<file path="src/rtl/bcs_pkg.sv">
package bcs_pkg;
  typedef enum logic [1:0] {
    ST_IDLE  = 2'd0,
    ST_ARMED = 2'd1,
    ST_WAIT  = 2'd2,
    ST_BURST = 2'd3
  } bcs_state_e;

  localparam int unsigned BEAT_W = 2;
  localparam int unsigned BURST_LEN = 1 << BEAT_W;
endpackage

</file>
<file path="src/rtl/bcs_mode_reg.sv">
module bcs_mode_reg #(
  parameter int unsigned MODE_W  = 7,
  parameter int unsigned LAT_W   = 3,
  parameter int unsigned LAT_LSB = 4,
  parameter int unsigned BT_BIT  = 3
) (
  input  logic              clk_i,
  input  logic              rst_ni,
  input  logic              we_i,
  input  logic [MODE_W-1:0] mode_i,
  output logic [LAT_W-1:0]  lat_o,
  output logic              bt_o,
  output logic              err_o
);
  localparam logic [LAT_W-1:0] LAT_RST = LAT_W'(4);

  logic [LAT_W-1:0] lat_q;
  logic             bt_q;

  always_ff @(posedge clk_i or negedge rst_ni) begin
    if (!rst_ni) begin
      lat_q <= LAT_RST;
      bt_q  <= 1'b0;
    end else if (we_i) begin
      lat_q <= mode_i[LAT_LSB +: LAT_W];
      bt_q  <= mode_i[BT_BIT];
    end
  end

  assign lat_o = lat_q;
  assign bt_o  = bt_q;
  // codes below 4 are reserved
  assign err_o = (lat_q < LAT_W'(4));

  a_r2_mode_load: assert property (@(posedge clk_i) disable iff (!rst_ni)
    we_i |=> (lat_o == $past(mode_i[LAT_LSB +: LAT_W])) && (bt_o == $past(mode_i[BT_BIT])));
endmodule

</file>
<file path="src/rtl/bcs_timer.sv">
module bcs_timer
  import bcs_pkg::*;
#(
  parameter int unsigned LAT_W = 3
) (
  input  logic              clk_i,
  input  logic              rst_ni,
  input  logic              rd_i,
  input  logic              wr_i,
  input  logic              stb_i,
  input  logic [LAT_W-1:0]  lat_i,
  input  logic              bt_i,
  input  logic              err_i,
  output logic              take_o,
  output logic              busy_o,
  output logic              rd_en_o,
  output logic              wr_en_o,
  output logic              bt_o,
  output logic [BEAT_W-1:0] beat_o
);
  localparam logic [BEAT_W-1:0] LAST_BEAT = BEAT_W'(BURST_LEN - 1);

  bcs_state_e       st_q;
  logic [LAT_W-1:0] lat_q, cnt_q;
  logic             wr_q, bt_q;
  logic [BEAT_W-1:0] beat_q;

  assign take_o = (st_q == ST_ARMED) && stb_i;

  always_ff @(posedge clk_i or negedge rst_ni) begin
    if (!rst_ni) begin
      st_q   <= ST_IDLE;
      lat_q  <= '0;
      cnt_q  <= '0;
      wr_q   <= 1'b0;
      bt_q   <= 1'b0;
      beat_q <= '0;
    end else begin
      unique case (st_q)
        ST_IDLE: if ((rd_i || wr_i) && !err_i) begin
          st_q  <= ST_ARMED;
          lat_q <= lat_i;
          bt_q  <= bt_i;
          wr_q  <= !rd_i;
        end
        ST_ARMED: if (stb_i) begin
          st_q  <= ST_WAIT;
          // writes land one cycle ahead of reads
          cnt_q <= wr_q ? lat_q - 1'b1 : lat_q;
        end
        ST_WAIT: begin
          if (cnt_q == LAT_W'(1)) begin
            st_q   <= ST_BURST;
            beat_q <= '0;
          end else begin
            cnt_q <= cnt_q - 1'b1;
          end
        end
        ST_BURST: begin
          beat_q <= beat_q + 1'b1;
          if (beat_q == LAST_BEAT) st_q <= ST_IDLE;
        end
        default: st_q <= ST_IDLE;
      endcase
    end
  end

  assign busy_o  = (st_q != ST_IDLE);
  assign rd_en_o = (st_q == ST_BURST) && !wr_q;
  assign wr_en_o = (st_q == ST_BURST) && wr_q;
  assign bt_o    = bt_q;
  assign beat_o  = beat_q;

  a_r5_beat_step: assert property (@(posedge clk_i) disable iff (!rst_ni)
    ((rd_en_o || wr_en_o) && beat_o != LAST_BEAT)
      |=> (rd_en_o || wr_en_o) && (beat_o == $past(beat_o) + 1'b1));
  a_r5_burst_end: assert property (@(posedge clk_i) disable iff (!rst_ni)
    ((rd_en_o || wr_en_o) && beat_o == LAST_BEAT) |=> !(rd_en_o || wr_en_o));
  a_r5_one_dir: assert property (@(posedge clk_i) disable iff (!rst_ni)
    $onehot0({rd_en_o, wr_en_o}));
  a_r8_reserved_blocks: assert property (@(posedge clk_i) disable iff (!rst_ni)
    (!busy_o && (rd_i || wr_i) && err_i) |=> !busy_o);
  a_r9_busy_covers: assert property (@(posedge clk_i) disable iff (!rst_ni)
    (rd_en_o || wr_en_o) |-> busy_o);
  a_r10_dir_hold: assert property (@(posedge clk_i) disable iff (!rst_ni)
    (rd_en_o && $past(busy_o)) |-> !$past(wr_en_o));
  a_r11_stb_idle: assert property (@(posedge clk_i) disable iff (!rst_ni)
    (!busy_o && !rd_i && !wr_i) |=> !busy_o);
endmodule

</file>
<file path="src/rtl/bcs_addr_gen.sv">
module bcs_addr_gen
  import bcs_pkg::*;
#(
  parameter int unsigned COL_W = 9
) (
  input  logic              clk_i,
  input  logic              rst_ni,
  input  logic              take_i,
  input  logic [COL_W-1:0]  col_i,
  input  logic              en_i,
  input  logic              bt_i,
  input  logic [BEAT_W-1:0] beat_i,
  output logic [COL_W-1:0]  col_o
);
  logic [COL_W-1:0]  col_q;
  logic [BEAT_W-1:0] low;

  always_ff @(posedge clk_i or negedge rst_ni) begin
    if (!rst_ni)     col_q <= '0;
    else if (take_i) col_q <= col_i;
  end

  // order wraps inside the low field, never carries upward
  assign low   = bt_i ? (col_q[BEAT_W-1:0] ^ beat_i) : (col_q[BEAT_W-1:0] + beat_i);
  assign col_o = {col_q[COL_W-1:BEAT_W], low};

  a_r6_upper_fixed: assert property (@(posedge clk_i) disable iff (!rst_ni)
    (en_i && $past(en_i)) |-> $stable(col_o[COL_W-1:BEAT_W]));
  a_r7_first_beat: assert property (@(posedge clk_i) disable iff (!rst_ni)
    (en_i && beat_i == '0) |-> (col_o == col_q));
endmodule

</file>
<file path="src/rtl/burst_col_seq.sv">
module burst_col_seq
  import bcs_pkg::*;
#(
  parameter int unsigned COL_W   = 9,
  parameter int unsigned MODE_W  = 7,
  parameter int unsigned LAT_W   = 3,
  parameter int unsigned LAT_LSB = 4,
  parameter int unsigned BT_BIT  = 3
) (
  input  logic              clk_i,
  input  logic              rst_ni,
  input  logic              mode_we_i,
  input  logic [MODE_W-1:0] mode_i,
  input  logic              rd_cmd_i,
  input  logic              wr_cmd_i,
  input  logic              addr_stb_i,
  input  logic [COL_W-1:0]  col_i,
  output logic              busy_o,
  output logic              err_o,
  output logic              rd_en_o,
  output logic              wr_en_o,
  output logic [BEAT_W-1:0] beat_o,
  output logic [COL_W-1:0]  col_o
);
  logic [LAT_W-1:0] lat;
  logic             bt_mode, bt_cap, take;

  bcs_mode_reg #(.MODE_W(MODE_W), .LAT_W(LAT_W), .LAT_LSB(LAT_LSB), .BT_BIT(BT_BIT)) u_mode (
    .clk_i, .rst_ni, .we_i(mode_we_i), .mode_i,
    .lat_o(lat), .bt_o(bt_mode), .err_o
  );

  bcs_timer #(.LAT_W(LAT_W)) u_timer (
    .clk_i, .rst_ni, .rd_i(rd_cmd_i), .wr_i(wr_cmd_i), .stb_i(addr_stb_i),
    .lat_i(lat), .bt_i(bt_mode), .err_i(err_o), .take_o(take), .busy_o,
    .rd_en_o, .wr_en_o, .bt_o(bt_cap), .beat_o
  );

  bcs_addr_gen #(.COL_W(COL_W)) u_addr (
    .clk_i, .rst_ni, .take_i(take), .col_i, .en_i(rd_en_o || wr_en_o),
    .bt_i(bt_cap), .beat_i(beat_o), .col_o
  );
endmodule

</file>
<file path="config.mk">
export PLATFORM = sky130hd
export DESIGN_NAME = burst_col_seq
export DESIGN_NICKNAME = d
export VERILOG_FILES = /design/src/rtl/bcs_pkg.sv /design/src/rtl/bcs_mode_reg.sv /design/src/rtl/bcs_timer.sv /design/src/rtl/bcs_addr_gen.sv /design/src/rtl/burst_col_seq.sv
export SDC_FILE = /design/constraint.sdc
export NUM_CORES = 1
export LEC_CHECK = 0
export CORE_MARGIN = 4
export CORE_UTILIZATION = 48
export DETAILED_ROUTE_END_ITERATION = 10
export GPL_TIMING_DRIVEN = 0
export PLACE_DENSITY_LB_ADDON = 0.25
export SYNTH_ARGS = -nofsm -noshare
export SYNTH_HDL_FRONTEND = slang
export SYNTH_SLANG_ARGS = --single-unit
</file>
<file path="constraint.sdc">
create_clock -name clk_i -period 2.4 [get_ports clk_i]
set_clock_uncertainty 0.15 [all_clocks]
set_input_delay 0.72 -clock clk_i [delete_from_list [all_inputs] [get_ports clk_i]]
set_output_delay 0.72 -clock clk_i [all_outputs]
set_load 0.005 [all_outputs]
</file>
; ---- After elaboration in Yosys (flattened, before gate mapping)
; Index checks and enable logic that the tools add are counted.
[classes]
addsub = 4
multipliers = 0
n_div = 0
order_cmp = 1
eq_ne = 10
n_shift = 0
n_mux = 12
bitwise_logic = 1
n_reduce_logical = 16
[op_table]
columns = op, count
row1 = 2-bit 2-to-1 mux, 6
row2 = 3-bit 2-to-1 mux, 3
row3 = 2-bit one-hot mux with 4 select lines, 1
row4 = 2-bit == test (second input constant), 3
row5 = 2-bit by 1-bit != test with 1-bit output (second input constant), 3
row6 = 3-bit one-hot mux with 2 select lines, 1
row7 = 2-bit nonzero test, 3
row8 = 3-bit by 1-bit subtractor with 3-bit output (second input constant), 2
row9 = 1-bit logical AND, 4
row10 = 2-bit != test (second input constant), 2
row11 = 2-bit one-hot mux with 2 select lines, 1
row12 = 2-bit AND reduction, 2
row13 = 4-bit AND reduction, 1
row14 = 3-bit by 1-bit == test with 1-bit output (second input constant), 1
row15 = 1-bit logical NOT, 3
row16 = 3-bit < comparator (second input constant), 1
row17 = 3-bit AND reduction, 1
row18 = 2-bit by 1-bit adder with 2-bit output (second input constant), 1
row19 = 2-bit adder, 1
row20 = 2-bit by 1-bit == test with 1-bit output (second input constant), 1
row21 = 2-bit logical NOT, 1
row22 = 2-bit XOR, 1
row23 = 1-bit logical OR, 1
[word_totals]
reg_bits = 25
latch_bits = 0
ram_bits = 0
rom_bits = 0
input_bits = 22
output_inout_bits = 15
wordCells = 53
mem_count = 0

; ---- Logic depth before layout (Yosys ltp)
; Gate-level depths: netlist (run 1).
[depth]
depth_word = 5
depth_mapped = 7
mapped_depth_nobuf = 6

; ---- Hierarchy
; A second synthesis (run 1) with hierarchy kept.
[unflattened]
hier_cells = 121
hier_area_um2 = 1423.9
[modules_own_cells]
columns = mod, instances, cells_per_inst, area_per_inst_um2, seq_area_each_um2
row1 = bcs_timer, 1, 81, 807.0, 300.3
row2 = bcs_addr_gen, 1, 30, 460.4, 225.2
row3 = bcs_mode_reg, 1, 9, 150.1, 101.3
row4 = burst_col_seq, 1, 1, 6.3, 0.0

; ---- Worst setup path before layout (run 1)
; OpenSTA, ideal clock, no wires.
[synth_path]
kind = reg2out
startpoint = register u_timer.beat_q[0], in the netlist u_timer.beat_o[0]
endpoint = output port col_o[1]
arrival_ns = 0.880
required_time_ns = 1.530
setup_slack_ns = 0.650
stages_incl_launch_ff = 4
n_path_buf = 0
path_cell_list = dfrtp_1 -> ha_1 -> nor2b_1 -> xnor2_1
[synth_between]
elab_chain_len = 2
[synth_rtl]
columns = element, line_no
row1 = "start, declared", bcs_timer.sv:26  ; logic [BEAT_W-1:0] beat_q;
row2 = "start signal, assigned", bcs_timer.sv:60  ; beat_q <= beat_q + 1'b1;
row3 = 2-bit adder, bcs_addr_gen.sv:24  ; assign low = bt_i ? (col_q[BEAT_W-1:0] ^ beat_i) : (col_q[BEAT_W-1:0] + beat_i);
row4 = 2-bit 2-to-1 mux, bcs_addr_gen.sv:24
row5 = "end, declared", burst_col_seq.sv:23  ; output logic [COL_W-1:0] col_o
; No other way between the ends.

; ---- Worst setup path after layout (run 1)
[layout_path]
startpoint = register u_timer.st_q[1]
endpoint = output port rd_en_o
[layout_between]
elab_chain_len = 2
[layout_rtl]
columns = element, line_no
row1 = "start, declared", bcs_timer.sv:23  ; bcs_state_e st_q;
row2 = "start signal, assigned", bcs_timer.sv:32  ; st_q <= ST_IDLE;
row3 = "start signal, assigned", bcs_timer.sv:41  ; st_q <= ST_ARMED;
row4 = "start signal, assigned", bcs_timer.sv:47  ; st_q <= ST_WAIT;
row5 = 2-bit == test, bcs_timer.sv:69  ; assign rd_en_o = (st_q == ST_BURST) && !wr_q;
row6 = 1-bit logical AND, bcs_timer.sv:69
row7 = "end, declared", burst_col_seq.sv:20  ; output logic rd_en_o,
; No other way between the ends.

==> results_dict.tcl, run 1 <==
set metrics [dict create \
    wl_um 2820 \
    start_util_pct 50.1 \
    cts.sinks 25 \
    dp_hpwl_um 2170 \
    fin_nets 193 \
    holdCritStartpoint "u_timer.cnt_q[1]" \
    grt_pass1_wl_um 4640 \
    post-place-ws_ns 0.0689 \
    die_h_um 61.7 \
    synthesis.instances 120 \
    path_clk_slew_ns 0.14 \
    layout-drive-gt1-share_pct 27.5 \
    layout_setup_ws_ns 0.0891 \
    ys_types 37 \
    via_per_inst 5.33 \
    synth_edf_count 0 \
    placed_area_mm2 0.00175 \
    max_freq_mhz 433 \
    grt.total_usage_pct 16.4 \
    cp.arrival_ns 1.44 \
    run_status "finished, final reports clean" \
    design_area_mm2 0.00181 \
    area_delta_synth_final_pct 31.0 \
    grt_max_degree 26 \
    endpoint_kind "output port" \
    avgSynthCellArea_um2 11.5 \
    cap_violations 0 \
    gp_congestion 0.836 \
    fin_hold_ws_ns 0.356 \
    yosys_warnings 0 \
    io_buffer_count 33 \
    wl_per_cell_um 14.8 \
    hold_buffers 0 \
    grt_pass1_vias 1067 \
    drcViolationCount 0 \
    drv_slew 0 \
    slew_headroom_pct 25.3 \
    cts-buffers-inserted 3 \
    critPathSlowestCell "dfrtp_1" \
    critPathMaxFanout 6 \
    p_leak_nw 0.813 \
    n_antenna_cell 0 \
    cts_buffer_depth 2 \
    core_mm2 0.00276 \
    synthTopCellsByArea "dfrtp_1, mux2_2, ha_1" \
    syn-num-nets 152 \
    htreeDepth 1 \
    ys_seq_elements 25 \
    final-setup-viol-count 0 \
    cp_top_family "buffers and inverters" \
    required_ns 1.53 \
    fin_tns_setup_ns 0 \
    dieArea_mm2 0.00380 \
    cp_slowest_stage_delay_ns 0.41 \
    overflow 0 \
    io-pin-count 37 \
    yosysTopAreaCell "dfrtp_1" \
    rows 19 \
    cts_tree "done" \
    postRouteAntennaNets 0 \
    synthFlopType "dfrtp_1" \
    die_w_um 61.7 \
    cts_root_buffer "clkbuf_4" \
    drt_first_pass_iters 4 \
    antenna_found_initial 0 \
    crit_chain "buf_4, ha_4, nor2b_1, dlygate4sd2_1" \
    async_flop_share_pct 100 \
    insertion_delay_ns 0.32 \
    synth_area_mm2 0.00138 \
    period_needed_ns 2.31 \
    hold_path_class "flip-flop to flip-flop" \
    vias 1018 \
    finalCritPeriodShare_pct 96.3 \
    drt-initial-drc-count 16 \
    tightest_slew_ns 1.12 \
    rsz0062_at_grt "no" \
    yosysTopAreaCellShare_pct 43.4 \
    hold_violations 0 \
    crit_type "flip-flop to output port" \
    path_buf_inv 2 \
    r2r_start "u_timer.st_q[1]" \
    ys_seq_area_share_pct 45.3 \
    ir_worst_vdd_mv 0.741 \
    startpoint "u_timer.st_q[1]" \
    pwr_density_cell_mw_per_mm2 1200 \
    cp-start-kind "flip-flop" \
]
==> sequential cells by signal, indices dropped and copies added, names as in the netlist <==
signal / cells
u_timer.st_q: 2
u_timer.bt_o: 1
u_timer.wr_q: 1
u_timer.cnt_q: 3
u_mode.lat_o: 3
u_mode.bt_o: 1
u_addr.col_q: 9
u_timer.lat_q: 3
u_timer.beat_o: 2
==> cells in the mapped netlist (2+ instances only) <==
| library cell | instances |
|---|---|
| dfrtp_1 | 24 |
| mux2_2 | 15 |
| ha_1 | 10 |
| inv_1 | 10 |
| buf_4 | 7 |
| nand2_1 | 6 |
| nor2_1 | 4 |
| nor3_1 | 4 |
| o21ai_0 | 4 |
| xnor2_1 | 3 |
| a21o_1 | 2 |
| a21oi_1 | 2 |
| buf_2 | 2 |
| nand4_1 | 2 |
| nor2b_1 | 2 |
| o211ai_1 | 2 |
==> logic make-up after synthesis <==
| logic type | count (synthesis) | synth area share (%) |
|---|---|---|
| and+or+nand+nor | 29 | 13.4 |
| DFF | 25 | 45.3 |
| buffers and inverters | 20 | 8.05 |
| AOI/OAI and AO/OA | 16 | 8.33 |
| muxes | 16 | 13.3 |
| adders and majority gates | 10 | 9.05 |
| xor gates and xnor gates | 4 | 2.53 |
==> placed cells by master, fill, tap and decap left out, types with 2 or more instances in the layout <==
cell type / count
nand2_1: 6
clkdlybuf4s50_1: 28
ha_1: 8
nand4_1: 2
o211ai_1: 2
mux2_2: 15
inv_1: 9
buf_2: 2
nor3_1: 4
a21o_1: 2
clkbuf_4: 3
xnor2_1: 3
dfrtp_1: 23
a21oi_1: 2
nor2b_1: 2
dlygate4sd2_1: 4
nor2_1: 4
buf_4: 10
o21ai_0: 4
==> routing by layer <==
metal  share of wire, %  routed length (um)  vias to the layer above  track usage, %
li1                   -                   -                      484               -
met1                 40                1120                      503            18.3
met2                 55                1550                       27            31.4
met3                4.5                 126                        4            2.52
met4               0.74                  21                        0            5.45
met5                  0                   0                        -               0
==> path summary, 6_finish.rpt <==
| path | endpoint | slack (ns) | depth (start not counted) |
|---|---|---|---|
| max in group asynchronous | u_timer.beat_o[0] | 0.54 | 1 |
| worst max-delay path | rd_en_o | 0.09 | 4 |
| worst max register to register | u_timer.cnt_q[1] | 0.49 | 7 |
| min in group asynchronous | u_addr.col_q[7] | 0.82 | 1 |
| worst min register to register | u_timer.cnt_q[1] | 0.36 | 1 |
| worst min-delay path | u_timer.cnt_q[1] | 0.36 | 1 |
==> layout make-up <==
class,count,area [um2]
Fill cell,218,947
Multi-Input combinational cell,75,659
Sequential cell,25,628
Timing Repair Buffer,36,343
Buffer,10,73.8
Tap cell,31,38.8
Inverter,10,37.5
Clock buffer,3,22.5
Clock inverter,1,7.51
==> per-stage QoR <==
stage	utilization, %	cells	power, mW
6_report	65.7	191	2.17
3_5_place_dp	63.5	184	1.97
5_1_grt	65.7	191	2.34
4_1_cts	65.5	190	2.18
2_1_floorplan	-	120	1.49
3_3_place_gp	63.5	184	1.89
==> report_power, final <==
| part | internal [mW] | total (mW) | switching [mW] |
|---|---|---|---|
| clock | 0.0637 | 0.197 | 0.133 |
| combinational | 0.732 | 1.24 | 0.504 |
| sequential | 0.602 | 0.738 | 0.135 |
| total | 1.40 | 2.17 | 0.772 |
==> repair_timing <==
| item | in CTS | in global routing |
|---|---|---|
| setup endpoints to repair | 5 | 2 |
| resized for setup | 10 | 2 |
| setup buffers | 2 | 1 |
| pin swaps | 1 | 0 |
Note: power is estimated with default switching activity, not from simulation.
==> inputs of run 2 (changes only) <==
--- a/config.mk
+++ b/config.mk
@@ -8,7 +8,6 @@
 export CORE_MARGIN = 4
 export CORE_UTILIZATION = 48
 export DETAILED_ROUTE_END_ITERATION = 10
-export GPL_TIMING_DRIVEN = 0
 export PLACE_DENSITY_LB_ADDON = 0.25
 export SYNTH_ARGS = -nofsm -noshare
 export SYNTH_HDL_FRONTEND = slang
==> results_dict.tcl, run 2 (synthesis results as in run 1) <==
set metrics [dict create \
    grt_max_degree 26 \
    drt-initial-drc-count 25 \
    grt_pass1_vias 1046 \
    finalCritPeriodShare_pct 96.2 \
    run_status "finished, final reports clean" \
    path_clk_slew_ns 0.14 \
    io-pin-count 37 \
    vias 982 \
    dieArea_mm2 0.00380 \
    die_h_um 61.7 \
    cp-start-kind "flip-flop" \
    area_delta_synth_final_pct 29.5 \
    n_antenna_cell 0 \
    via_per_inst 5.25 \
    ir_worst_vdd_mv 0.781 \
    wl_um 2650 \
    dp_hpwl_um 2010 \
    p_leak_nw 0.802 \
    max_freq_mhz 433 \
    core_mm2 0.00276 \
    n_fill_cell 226 \
    rows 19 \
    seq_area_um2 628 \
    largest_register_ffs 9 \
    antenna_found_initial 0 \
    post-place-ws_ns 0.131 \
    final_common_cell "clkdlybuf4s50_1" \
    min_path_cells 1 \
    grt_pass1_wl_um 4370 \
    design_area_mm2 0.00179 \
    fin_hold_ws_ns 0.356 \
    start_util_pct 50.1 \
    r2r_cells 6 \
    overflow 0 \
    insertion_delay_ns 0.32 \
    cap_violations 0 \
    drv_slew 0 \
    layout-drive-gt1-share_pct 25.6 \
    postRouteAntennaNets 0 \
    drt_first_pass_iters 4 \
    wl_per_cell_um 14.2 \
    htreeDepth 1 \
    cts-buffers-inserted 3 \
    hold_buffers 0 \
    critPathMaxFanout 4 \
    cts_buffer_depth 2 \
    layout_setup_ws_ns 0.0908 \
    cp.arrival_ns 1.44 \
    io_buffer_count 33 \
    required_ns 1.53 \
    pwr_density_cell_mw_per_mm2 1180 \
    die_w_um 61.7 \
    slew_headroom_pct 66.4 \
    hold_path_class "flip-flop to flip-flop" \
    final_cell_mix "clkdlybuf4s50_1, dfrtp_1, mux2_2, buf_4" \
    cts.sinks 25 \
    fin_nets 189 \
    cts_root_buffer "clkbuf_4" \
    placed_area_mm2 0.00171 \
    final-setup-viol-count 0 \
    regMostFlops "u_addr.col_q" \
    period_needed_ns 2.31 \
    gp_congestion 0.800 \
    tightest_slew_ns 0.504 \
    hold_violations 0 \
    endpoint_kind "output port" \
    grt.total_usage_pct 15.2 \
    drcViolationCount 0 \
    cts_tree "done" \
    crit_type "flip-flop to output port" \
    multi_input_area_um2 659 \
]
## run 2: final timing paths
check,start,end,slack [ns]
setup / recovery,u_timer.beat_o[0],beat_o[0],0.09
hold / removal,u_timer.lat_q[2],u_timer.lat_q[2],0.36
setup reg to reg,u_timer.st_q[0],u_timer.st_q[1],0.54
hold reg to reg,u_timer.lat_q[2],u_timer.lat_q[2],0.36
max in group asynchronous,rst_ni,u_mode.lat_o[2],1.21
min in group asynchronous,rst_ni,u_addr.col_q[7],0.59
## run 2: critical path, stage by stage, from the launching register on
cell	delay [ns]
dfrtp_1	0.42
buf_4	0.13
buf_4	0.13
clkdlybuf4s50_1	0.44
## run 2: area by class of cell
type	instances	share of cell area [%]
clock buffers	3	1.26
clock inverters	1	0.419
inverters	10	2.10
multi-input cells	75	36.8
flip-flops and latches	25	35.1
well taps	31	2.17
repair buffers	42	22.2
## run 2: metal layers
layer  up-vias  part of all wire [%]  GRT usage (%)  wire, um
met2        23                    55           29.3      1460
met4         0                  0.68           4.85        18
met1       478                    40           16.5      1060
li1        479                     -              -         -
met3         2                   4.4           2.94       117
met5         -                     0              0         0
## run 2: stage by stage
stage	power [mW]	setup TNS, ns	utilization [%]	std cells
final	2.12	0	64.9	187
after global routing	2.31	-0.000678	64.9	187
after CTS	2.12	0	64.8	187
after detailed placement	1.88	0	61.9	178
after global placement	1.82	0	61.9	178
after floorplan	1.49	0	-	120
## run 2: timing repair
action	in CTS	in global routing
resized for setup	10	2
pin swaps	1	0
buffers inserted	5	0
setup endpoints to repair	4	2
## run 2: where the power goes
group          total, mW  leakage, nW  switching, mW  internal, mW
sequential         0.727        0.293          0.125         0.603
clock              0.193       0.0139          0.130        0.0636
combinational       1.19        0.495          0.489         0.705
==> inputs of run 3 (changes only) <==
--- a/config.mk
+++ b/config.mk
@@ -11,4 +11,5 @@
 export PLACE_DENSITY_LB_ADDON = 0.25
 export SYNTH_ARGS = -nofsm -noshare
 export SYNTH_HDL_FRONTEND = slang
+export SYNTH_HIERARCHICAL = 1
 export SYNTH_SLANG_ARGS = --single-unit
==> results_dict.tcl, run 3 <==
set metrics [dict create \
    seq_area_um2 628 \
    core_mm2 0.00278 \
    path_clk_slew_ns 0.13 \
    largest_register_ffs 9 \
    tightest_slew_ns 0.351 \
    n_fill_cell 215 \
    rsz0062_at_grt "no" \
    cp-start-kind "flip-flop" \
    vias 958 \
    n_antenna_cell 0 \
    grt_max_degree 26 \
    via_per_inst 5.12 \
    cp.arrival_ns 1.43 \
    holdCritStartpoint "u_mode/lat_o[0]" \
    io_buffer_count 33 \
    final_cell_mix "clkdlybuf4s50_1, dfrtp_1, mux2_4, ha_1, inv_1" \
    area_delta_synth_final_pct 29.6 \
    final_common_cell "clkdlybuf4s50_1" \
    grt_pass1_vias 1027 \
    syn-num-nets 152 \
    endpoint_kind "output port" \
    drt_first_pass_iters 4 \
    required_ns 1.53 \
    multi_input_area_um2 682 \
    layout-drive-gt1-share_pct 23.7 \
    postRouteAntennaNets 0 \
    crit_type "flip-flop to output port" \
    final_cell_count_no_fill 187 \
    cts_buffer_depth 2 \
    cts.sinks 25 \
    post-place-ws_ns 0.0762 \
    avgSynthCellArea_um2 11.8 \
    p_total_mw 2.21 \
    overflow 0 \
    slew_headroom_pct 76.6 \
    startpoint "u_timer/beat_o[0]" \
    period_needed_ns 2.30 \
    wl_per_cell_um 14.4 \
    synthesis.instances 120 \
    cts_root_buffer "clkbuf_4" \
    r2r_start "u_timer/st_q[1]" \
    die_h_um 62.3 \
    cts-buffers-inserted 3 \
    synth_area_mm2 0.00142 \
    dp_hpwl_um 2040 \
    run_status "finished, final reports clean" \
    cts_tree "done" \
    grt_pass1_wl_um 4530 \
    rows 19 \
    io-pin-count 37 \
    antenna_found_initial 0 \
    finalCritPeriodShare_pct 95.8 \
    wl_um 2690 \
    drv_slew 0 \
    hold_violations 0 \
    placed_area_mm2 0.00174 \
    fin_nets 189 \
    placed_cells 177 \
    cap_violations 0 \
    ir_worst_vdd_mv 0.786 \
    pwr_density_cell_mw_per_mm2 1200 \
    drt-initial-drc-count 27 \
    hold_buffers 0 \
    drcViolationCount 0 \
    yosys_warnings 6 \
    grt.total_usage_pct 14.2 \
    max_freq_mhz 435 \
    htreeDepth 1 \
    design_area_mm2 0.00184 \
    start_util_pct 51.0 \
    dieArea_mm2 0.00389 \
    critPathMaxFanout 2 \
    gp_congestion 0.761 \
    hold_path_class "flip-flop to flip-flop" \
    final-setup-viol-count 0 \
    p_leak_nw 0.882 \
    die_w_um 62.3 \
    layout_setup_ws_ns 0.101 \
    regMostFlops "u_addr/col_q" \
    insertion_delay_ns 0.32 \
]
run 3: worst paths after layout:
kind                       depth (start not counted)  slack, ns               end
max                                                4       0.10          col_o[1]
min                                                1       0.37  u_timer/lat_q[0]
max reg2reg                                        7       0.15   u_timer/st_q[1]
min reg2reg                                        1       0.37  u_timer/lat_q[0]
max in group asynchronous                          2       1.22   u_mode/lat_o[2]
min in group asynchronous                          2       0.59   u_timer/st_q[0]
run 3: power by group:
part | internal [mW] | leakage, nW | switching [mW]
clock network | 0.0624 | 0.0177 | 0.126
logic | 0.769 | 0.568 | 0.496
registers | 0.611 | 0.296 | 0.148
run 3: repair_timing:
action | in CTS | in global routing
buffers inserted | 2 | 4
pin swaps | 0 | 1
setup endpoints to repair | 4 | 4
resized for setup | 2 | 8
run 3: metal layers:
layer	vias to the layer above	track usage (%)	wire [um]
met5	-	0	0
met3	4	2.88	78
met4	0	5.57	40
li1	473	-	-
met1	466	16.5	1150
met2	15	25.3	1420
run 3: final cells by class:
type | instances | share of cell area [%]
flip-flops and latches | 25 | 34.2
well taps | 31 | 2.11
clock buffers | 3 | 1.23
repair buffers | 42 | 22.8
multi-input cells | 74 | 37.1
clock inverters | 1 | 0.272
inverters | 11 | 2.25
run 3: critical path: stages (launching register included):
cell and delay, ns:
dfrtp_1 0.41, ha_1 0.19, nor2b_1 0.13, xnor2_1 0.11, dlygate4sd2_1 0.27
run 3: per-stage QoR:
step	util, %	hold WS (ns)	TNS (ns)
after floorplan	-	0.274	0
after global placement	62.6	0.340	0
after detailed placement	62.6	0.340	0
after CTS	64.2	0.371	-0.308
after global routing	66.0	0.394	0
final	66.0	0.366	0
